[src/rtl/odt_sync_pkg.sv]
package odt_sync_pkg;
  typedef enum logic [1:0] {
    AL_ZERO  = 2'b00,
    AL_CL_M1 = 2'b01,
    AL_CL_M2 = 2'b10,
    AL_RSVD  = 2'b11
  } al_code_e;
endpackage

[src/rtl/odt_lat_cfg.sv]
// Latency register: computes write latency minus two and captures it on load.
module odt_lat_cfg #(
  parameter int CWL_W   = 4,
  parameter int CL_W    = 5,
  parameter int DEPTH   = 16,
  parameter int DEF_LAT = 3,
  parameter int LW      = $clog2(DEPTH + 1)
) (
  input  logic             clk,
  input  logic             rst_n,
  input  logic             load,
  input  logic [CWL_W-1:0] cwl,
  input  logic [CL_W-1:0]  cl,
  input  logic [1:0]       al_code,
  output logic [LW-1:0]    lat_q,
  output logic             bad_code
);
  import odt_sync_pkg::*;
  localparam int SW = ((CWL_W > CL_W) ? CWL_W : CL_W) + 1;

  logic [CL_W-1:0] al;
  logic [SW-1:0]   sum;
  logic [LW-1:0]   lat_n;
  int              diff;

  always_comb begin
    al = '0;
    case (al_code_e'(al_code))
      AL_CL_M1: al = (cl >= CL_W'(1)) ? cl - CL_W'(1) : '0;
      AL_CL_M2: al = (cl >= CL_W'(2)) ? cl - CL_W'(2) : '0;
      default:  al = '0;
    endcase
    sum  = SW'(cwl) + SW'(al);
    diff = int'(sum) - 2;
    if (diff < 1)          lat_n = LW'(1);
    else if (diff > DEPTH) lat_n = LW'(DEPTH);
    else                   lat_n = LW'(diff);
  end

  assign bad_code = load && (al_code_e'(al_code) == AL_RSVD);

  always_ff @(posedge clk or negedge rst_n) begin
    if (!rst_n)                lat_q <= LW'(DEF_LAT);
    else if (load && !bad_code) lat_q <= lat_n;
  end
endmodule

[src/rtl/odt_delay_line.sv]
// Sample pipeline with a tap selected by the captured latency.
module odt_delay_line #(
  parameter int DEPTH = 16,
  parameter int LW    = $clog2(DEPTH + 1)
) (
  input  logic          clk,
  input  logic          rst_n,
  input  logic          flush,
  input  logic          din,
  input  logic [LW-1:0] lat,
  output logic          dout
);
  logic sh [DEPTH];
  logic tap;

  for (genvar i = 0; i < DEPTH; i++) begin : g_stage
    if (i == 0) begin : g_head
      always_ff @(posedge clk or negedge rst_n) begin
        if (!rst_n)     sh[0] <= 1'b0;
        else if (flush) sh[0] <= 1'b0;
        else            sh[0] <= din;
      end
    end else begin : g_body
      always_ff @(posedge clk or negedge rst_n) begin
        if (!rst_n)     sh[i] <= 1'b0;
        else if (flush) sh[i] <= 1'b0;
        else            sh[i] <= sh[i-1];
      end
    end
  end

  // stage k holds the sample taken k+1 edges ago; the output register adds one
  always_comb begin
    tap = 1'b0;
    for (int k = 0; k < DEPTH; k++)
      if (lat == LW'(k + 1)) tap = sh[k];
  end

  always_ff @(posedge clk or negedge rst_n) begin
    if (!rst_n)     dout <= 1'b0;
    else if (flush) dout <= 1'b0;
    else            dout <= tap;
  end
endmodule

[src/rtl/odt_hold_chk.sv]
// Tracks the remaining minimum-high cycles from pin rise and from writes.
module odt_hold_chk #(
  parameter int ODTH4 = 4,
  parameter int ODTH8 = 6
) (
  input  logic clk,
  input  logic rst_n,
  input  logic active,
  input  logic pin,
  input  logic wr,
  input  logic bl8,
  output logic viol_min,
  output logic viol_wr
);
  localparam int HMAX = (ODTH8 > ODTH4) ? ODTH8 : ODTH4;
  localparam int CW   = $clog2(HMAX + 1);

  logic          pin_q;
  logic [CW-1:0] hi_rem, wr_rem, wr_dec, wr_need;

  assign wr_dec  = (wr_rem != '0) ? wr_rem - CW'(1) : '0;
  assign wr_need = bl8 ? CW'(ODTH8 - 1) : CW'(ODTH4 - 1);

  always_ff @(posedge clk or negedge rst_n) begin
    if (!rst_n) begin
      pin_q  <= 1'b0;
      hi_rem <= '0;
      wr_rem <= '0;
    end else if (!active) begin
      pin_q  <= 1'b0;
      hi_rem <= '0;
      wr_rem <= '0;
    end else begin
      pin_q <= pin;
      if (pin) begin
        if (!pin_q)              hi_rem <= CW'(ODTH4 - 1);
        else if (hi_rem != '0)   hi_rem <= hi_rem - CW'(1);
        if (wr && wr_need > wr_dec) wr_rem <= wr_need;
        else                        wr_rem <= wr_dec;
      end else begin
        hi_rem <= '0;
        wr_rem <= '0;
      end
    end
  end

  assign viol_min = active && !pin && pin_q && (hi_rem != '0);
  assign viol_wr  = active && !pin && pin_q && (wr_rem != '0);
endmodule

[src/rtl/odt_sync_unit.sv]
module odt_sync_unit #(
  parameter int CWL_W   = 4,
  parameter int CL_W    = 5,
  parameter int DEPTH   = 16,
  parameter int DEF_LAT = 3,
  parameter int ODTH4   = 4,
  parameter int ODTH8   = 6
) (
  input  logic             clk,
  input  logic             rst_n,
  input  logic             cke,
  input  logic             dll_locked,
  input  logic             term_en,
  input  logic             pd_act_bank,
  input  logic             pd_dll_kept,
  input  logic             mode_load,
  input  logic [CWL_W-1:0] cwl,
  input  logic [CL_W-1:0]  cl,
  input  logic [1:0]       al_code,
  input  logic             odt_pin,
  input  logic             wr_cmd,
  input  logic             wr_bl8,
  input  logic             err_clr,
  output logic             odt_term_on,
  output logic             err_hold,
  output logic             err_write,
  output logic             cfg_err
);
  localparam int LW = $clog2(DEPTH + 1);

  logic [LW-1:0] lat_q;
  logic          bad_code, sync_on, viol_min, viol_wr;

  assign sync_on = dll_locked && term_en && (cke || pd_act_bank || pd_dll_kept);

  odt_lat_cfg #(.CWL_W(CWL_W), .CL_W(CL_W), .DEPTH(DEPTH), .DEF_LAT(DEF_LAT), .LW(LW)) u_cfg (
    .clk(clk), .rst_n(rst_n), .load(mode_load), .cwl(cwl), .cl(cl),
    .al_code(al_code), .lat_q(lat_q), .bad_code(bad_code)
  );

  odt_delay_line #(.DEPTH(DEPTH), .LW(LW)) u_line (
    .clk(clk), .rst_n(rst_n), .flush(!sync_on), .din(odt_pin),
    .lat(lat_q), .dout(odt_term_on)
  );

  odt_hold_chk #(.ODTH4(ODTH4), .ODTH8(ODTH8)) u_hold (
    .clk(clk), .rst_n(rst_n), .active(sync_on), .pin(odt_pin),
    .wr(wr_cmd), .bl8(wr_bl8), .viol_min(viol_min), .viol_wr(viol_wr)
  );

  always_ff @(posedge clk or negedge rst_n) begin
    if (!rst_n) begin
      err_hold  <= 1'b0;
      err_write <= 1'b0;
      cfg_err   <= 1'b0;
    end else begin
      if (err_clr) begin
        err_hold  <= 1'b0;
        err_write <= 1'b0;
        cfg_err   <= 1'b0;
      end
      if (viol_min) err_hold  <= 1'b1;
      if (viol_wr)  err_write <= 1'b1;
      if (bad_code) cfg_err   <= 1'b1;
    end
  end
endmodule

[config.mk]
export PLATFORM = sky130hd
export DESIGN_NAME = odt_sync_unit
export DESIGN_NICKNAME = d
export VERILOG_FILES = /design/src/rtl/odt_sync_pkg.sv /design/src/rtl/odt_lat_cfg.sv /design/src/rtl/odt_delay_line.sv /design/src/rtl/odt_hold_chk.sv /design/src/rtl/odt_sync_unit.sv
export SDC_FILE = /design/constraint.sdc
export NUM_CORES = 1
export LEC_CHECK = 0
export BUFFER_PORTS_ARGS = -buffer_cell sky130_fd_sc_hd__buf_2
export CORE_UTILIZATION = 45
export CTS_BUF_LIST = sky130_fd_sc_hd__clkbuf_4 sky130_fd_sc_hd__clkbuf_8 sky130_fd_sc_hd__clkbuf_16
export DETAILED_ROUTE_END_ITERATION = 10
export PLACE_DENSITY = 0.71
export RECOVER_POWER = 50
export SYNTH_ARGS = -nofsm -noshare
export SYNTH_HDL_FRONTEND = slang
export SYNTH_SLANG_ARGS = --single-unit
[constraint.sdc]
create_clock -name clk -period 1.9 [get_ports clk]
set_input_delay 0.285 -clock clk [delete_from_list [all_inputs] [get_ports clk]]
set_output_delay 0.285 -clock clk [all_outputs]
set_load 0.1 [all_outputs]
Word-level counts from Yosys, hierarchy flattened
Cells that the tools add are included.
W data, S select, Z words.
{ "word_totals": {"reg_bits": 31, "in_bits": 23, "ram_bits": 0, "latch_bits": 0, "n_memories": 0, "rom_bits": 0, "output_inout_bits": 4} }
{ "classes": {"n_div": 0, "n_shift": 0, "n_lt_le_gt_ge": 5, "addsub": 6, "muxes": 51, "n_bitwise": 0, "multipliers": 0, "reduce_logical": 18, "eq_ne": 20} }
{ "ops": {"columns": ["operator", "count"], "rows": [
  ["$eq A5 B4 Y1 const B", 8],
  ["$mux W1", 37],
  ["$gt A32 B6 Y1 const B", 1],
  ["$lt A32 B2 Y1 const B", 1],
  ["$mux W3", 9],
  ["$eq A5 B3 Y1 const B", 4],
  ["$mux W5", 4],
  ["$eq A5 B2 Y1 const B", 2],
  ["$pmux W5 S2", 1],
  ["$logic_and A1 B1 Y1", 9],
  ["$sub A6 B2 Y7 const B", 1],
  ["$add A4 B5 Y6", 1],
  ["$reduce_bool A2 Y1", 3],
  ["$reduce_bool A3 Y1", 2],
  ["$sub A3 B1 Y3 const B", 2],
  ["$eq A5 B1 Y1 const B", 1],
  ["$eq A5 B5 Y1 const B", 1],
  ["$ge A5 B1 Y1 const B", 1],
  ["$ge A5 B2 Y1 const B", 1],
  ["$sub A5 B1 Y5 const B", 1],
  ["$sub A5 B2 Y5 const B", 1],
  ["$eq A2 B2 Y1 const B", 2],
  ["$ne A4 B4 Y1 const B", 1],
  ["$gt A3 B3 Y1", 1],
  ["other kinds (3)", 5]
]} }

Longest topological paths before layout
{ "depth": {"ltp_word": 18, "depth_mapped": 17} }

By module
Synthesis repeated with hierarchy kept, for this count alone.
{ "unflattened": {"hier_cells": 232, "area_unflattened_um2": 2272.2} }
{ "modules_own_cells": {"columns": ["mod", "area_each_um2", "instances", "cells_per_inst", "seq_area_each_um2"], "rows": [
  ["odt_lat_cfg", 848.3, 1, 99, 127.6],
  ["odt_delay_line", 832.0, 1, 77, 425.4],
  ["odt_hold_chk", 460.4, 1, 47, 175.2],
  ["odt_sync_unit", 131.4, 1, 9, 75.1]
]} }

Worst setup path after synthesis
No wires, ideal clock.
{ "synth_path": {"path_type": "in2reg", "start": "input port cl[1]", "end": "register u_cfg.lat_q[4]", "setup_time_ns": 0.064, "required_time_ns": 1.836, "t_arrival_ns": 3.280, "slack_ns": -1.444, "path_buffers": 0, "path_stages": 17, "cell_sequence": "inv_1 ha_1 or3b_4 o31ai_4 o22ai_1 nand2b_1 ha_1 inv_1 ha_1 inv_1 fa_1 nand2b_1 a21oi_1 nor2_8 nor4bb_1 a211oi_2 a21o_1"} }
{ "synth_via": {"elab_chain_cells": 8, "elab_cells_between_ends": 13, "classes_between": "add/sub (4); order compare (4); mux (5)"} }
{ "synth_lines": {"columns": ["item", "line", "text"], "rows": [
  ["start, declared", "odt_sync_unit.sv:18", "input logic [CL_W-1:0] cl,"],
  ["$sub A5 B2 Y5 (tied with other cells)", "odt_lat_cfg.sv:30", "AL_CL_M2: al = (cl >= CL_W'(2)) ? cl - CL_W'(2) : '0;"],
  ["$mux W5, on equally long branches", "odt_lat_cfg.sv:30, odt_lat_cfg.sv:29", null],
  ["$pmux W5 S2 *", "odt_lat_cfg.sv:28", "case (al_code_e'(al_code))"],
  ["$add A4 B5 Y6 *", "odt_lat_cfg.sv:33", "sum = SW'(cwl) + SW'(al);"],
  ["$sub A6 B2 Y7 *", "odt_lat_cfg.sv:34", "diff = int'(sum) - 2;"],
  ["$gt A32 B6 Y1", "odt_lat_cfg.sv:36", "else if (diff > DEPTH) lat_n = LW'(DEPTH);"],
  ["$mux W5", "odt_lat_cfg.sv:36", null],
  ["$mux W5 *", "odt_lat_cfg.sv:35", "if (diff < 1) lat_n = LW'(1);"],
  ["end signal, assigned", "odt_lat_cfg.sv:43", "if (!rst_n) lat_q <= LW'(DEF_LAT);"],
  ["end signal, assigned", "odt_lat_cfg.sv:44", "else if (load && !bad_code) lat_q <= lat_n;"],
  ["end, declared", "odt_lat_cfg.sv:15", "output logic [LW-1:0] lat_q,"]
]} }
Mark *: on every way between the ends. The rest lies on a longest branch, timed or not.
A chain may end at the register's enable or synchronous reset.

Final worst setup path
{ "layout_path": {"start": "input port cl[2]", "end": "register u_cfg.lat_q[2]"} }
Same word-level chain as after synthesis.

==> results.md <==
- Status: finished with violations
- Violated checks: capacitance limit, slew limit, setup timing
- Setup total negative slack: -5.94 ns
- DRC: 0
- Total power: 1.91 mW
- Fillcell total: 372
- WL/cell: 12.8 um
- Vias in the first global route: 1675
- Startpoint Class: input pin
- Slew @ Worst Pin: 1.56 ns
- Synth area leader: dfrtp_1
- Max transition margin: -4.08%
- RSZ-0062 raised after global routing: yes
- Multi-input combinational cell area: 1300 um2
- Final Hold Vio Count: 0
- Total Wirelength: 4.19 mm
- Yosys top cell area share: 34.7%
- Int Power: 1.33 mW
- Gr usage total: 18.4%
- Post-synth EDFFs: 0
- Antenna violation net count after detailed routing: 0
- Initial drt markers: 53
- Final Critical Period: 3.11 ns
- Root buffer cell: clkbuf_8
- Via-to-Cell Ratio: 5.09
- Rows: 24
- Starting density of the core: 47.4%
- Worst hold slack: 0.234 ns
- Synthesized flop and latch total: 31
- Num CTS Buffers: 5
- Syn Inst Count: 215
- Non-filler cells in the finished layout: 327
- TritonCTS clock tree: done
- Vias: 1666
- Net switching power: 0.574 mW
- Pre-Repair DR Iteration Count: 4
- Nets: 320
- Register Area: 778 um2
- Crit Path Category: in -> reg
- H-tree depth: 2
- Reg-to-reg critical path startpoint: u_hold.wr_rem[0]
- Peak VDD IR: 0.326 mV
- Global-route wire length before repair: 7.20 mm
- Num ports: 27
- Initial antenna violation count: 0
- Die W: 70.2 um
- Ys Warns: 0
- Latest clock arrival within the worst-skew pair: 0.28 ns
- Setup crit end kind: flip-flop
- Cell Area, Synth: 2090 um2
- Count leader, synth: dfrtp_1
- Placer Congestion: 0.811
- Clk slew on worst S/H paths: 0.06 ns
- Sequential Power Share: 38.7%
- DP HPWL: 3.15 mm
- Top post-synthesis cells by count: dfrtp_1 (29), inv_1 (24), ha_1 (22)
- Asr flop ratio synth: 100%
- Synth area leaders: dfrtp_1 (35%), ha_1 (13%), and2_1 (4.8%)
- Clock power frac: 29.8%
- Max FO, Critical Path: 5
- Die H: 70.2 um
- FMAX: 322 MHz
- Crit. Startpoint: cl[2]
- Netlist cell types: 53
- Clock Path Buffers: 2
- Worst hold start: err_clr
- # clock sinks: 31
- Crit path DAT: 3.29 ns
- Final count of pins violating max slew: 32
- Cell count after placement: 314
- Sequential area share after synthesis: 37.2%
- Synth Net Count: 261
- Layout cells sized above 1: 37.1%
- Area Growth Syn to Fin: 31.3%
- GR Overflow Total: 0
- Fin crit share: 164%
- Worst min path class: in -> reg
- CP required: 2.08 ns
- Full die area: 4930 um2
- Final Setup Violations: 5
- Syn_area_per_cell: 9.74 um2
- Ys flop type: dfrtp_1
- Sw Ratio: 30.1%
- Diode count: 0
- Port Buffers: 26
- Final worst slack: -1.21 ns
- Placeable Area: 4410 um2
- Clk_skew: 0.00274 ns
- Lkg Pwr: 1.34 nW
- Max-cap violations: 1
- Power share of the combinational group: 31.5%
- Pin count of the biggest net entering global routing: 32
- Pwr dens: 695 nW/um2
logic make-up (layout without fill, tap and decap cells):
family                     Yosys count  in the layout  synth area share, %
adders and majority gates           23             23                 14.1
and+or+nand+nor                     77             77                 21.6
buffers and inverters               29             89                 5.38
DFF                                 31             31                 37.2
xor gates and xnor gates             9              9                 4.12
muxes                                4              4                 2.63
AOI/OAI and AO/OA                   42             42                 15.0
power by group through the flow:
stage | Clock [mW] | Combinational [mW] | Sequential (mW)
after global placement | 0 | 0.542 | 0.750
final | 0.569 | 0.601 | 0.739
after detailed placement | 0 | 0.552 | 0.751
after global routing | 0.615 | 0.659 | 0.747
after CTS | 0.588 | 0.589 | 0.739
after floorplan | 0 | 0.359 | 0.758
metal layers:
layer | global-route usage, % | share of wire [%] | up-vias
met4 | 6.89 | 1.9 | 0
met2 | 32.7 | 51 | 37
met3 | 3.75 | 3.0 | 7
met1 | 21.9 | 45 | 778
li1 | - | - | 844
met5 | 0 | 0 | -
through the flow:
| stage | setup WS (ns) | util [%] | area [um2] |
|---|---|---|---|
| 6_report | -1.21 | 62.3 | 2750 |
| 3_5_place_dp | -1.55 | 57.6 | 2540 |
| 5_1_grt | -1.37 | 62.3 | 2750 |
| 2_1_floorplan | -1.18 | - | 2180 |
| 4_1_cts | -1.11 | 61.6 | 2720 |
| 3_3_place_gp | -1.43 | 57.6 | 2540 |
registers in the layout, indices dropped and copies added (netlist names):
name and count:
u_line.sh 15, u_cfg.lat_q 5, u_hold.hi_rem 3, u_hold.wr_rem 3, cfg_err 1, err_hold 1
err_write 1, u_hold.pin_q 1, u_line.dout 1
critical path, stage by stage:
cell      delay, ns
buf_12         0.11
inv_12         0.04
ha_4           0.11
or3b_4         0.39
o31ai_4        0.33
o22ai_1        0.15
nand2b_1       0.10
ha_1           0.23
inv_2          0.07
ha_4           0.14
inv_2          0.04
fa_2           0.38
xor2_2         0.17
nand3_2        0.13
xnor2_1        0.15
o22a_2         0.26
o41ai_2        0.20
placed cells by master (no fill, tap or decap), drive strengths merged, types with 2 or more instances in the layout:
| cell | n |
|---|---|
| a21o | 3 |
| buf | 55 |
| xnor2 | 6 |
| nand4 | 2 |
| xor2 | 3 |
| ha | 22 |
| nor3b | 2 |
| nand2 | 16 |
| nor3 | 4 |
| o21bai | 3 |
| mux2 | 2 |
| nand3b | 2 |
| o31ai | 4 |
| inv | 25 |
| o22ai | 5 |
| nor2b | 5 |
| a21oi | 12 |
| and2 | 17 |
| nand2b | 7 |
| o21ai | 6 |
| dfrtp | 29 |
| clkbuf | 9 |
| nor2 | 14 |
| dfstp | 2 |
final cells by class:
type,instances,share of cell area [%]
sequential,31,28.3
timing repair buffer,56,13.8
inverter,25,4.32
tap,52,2.37
multi-input combinational,155,47.4
clock buffer,8,3.78
worst paths after layout:
path	cells past startpoint	slack [ns]	endpoint
min	2	0.23	err_hold
max in group asynchronous	1	0.61	u_line.sh[4]
max	17	-1.21	u_cfg.lat_q[2]
min reg2reg	1	0.46	u_line.sh[12]
max reg2reg	7	0.12	u_hold.wr_rem[2]
min in group asynchronous	1	0.38	u_hold.hi_rem[2]
repair_timing:
item / 4_1_cts / 5_1_grt
buffers inserted: 5 / 0
gates resized for setup: 8 / 8
pin swaps: 10 / 5
endpoints found under the setup margin: 6 / 6
hold buffers: 0 / 0
Note: power is estimated with default switching activity, not from simulation.
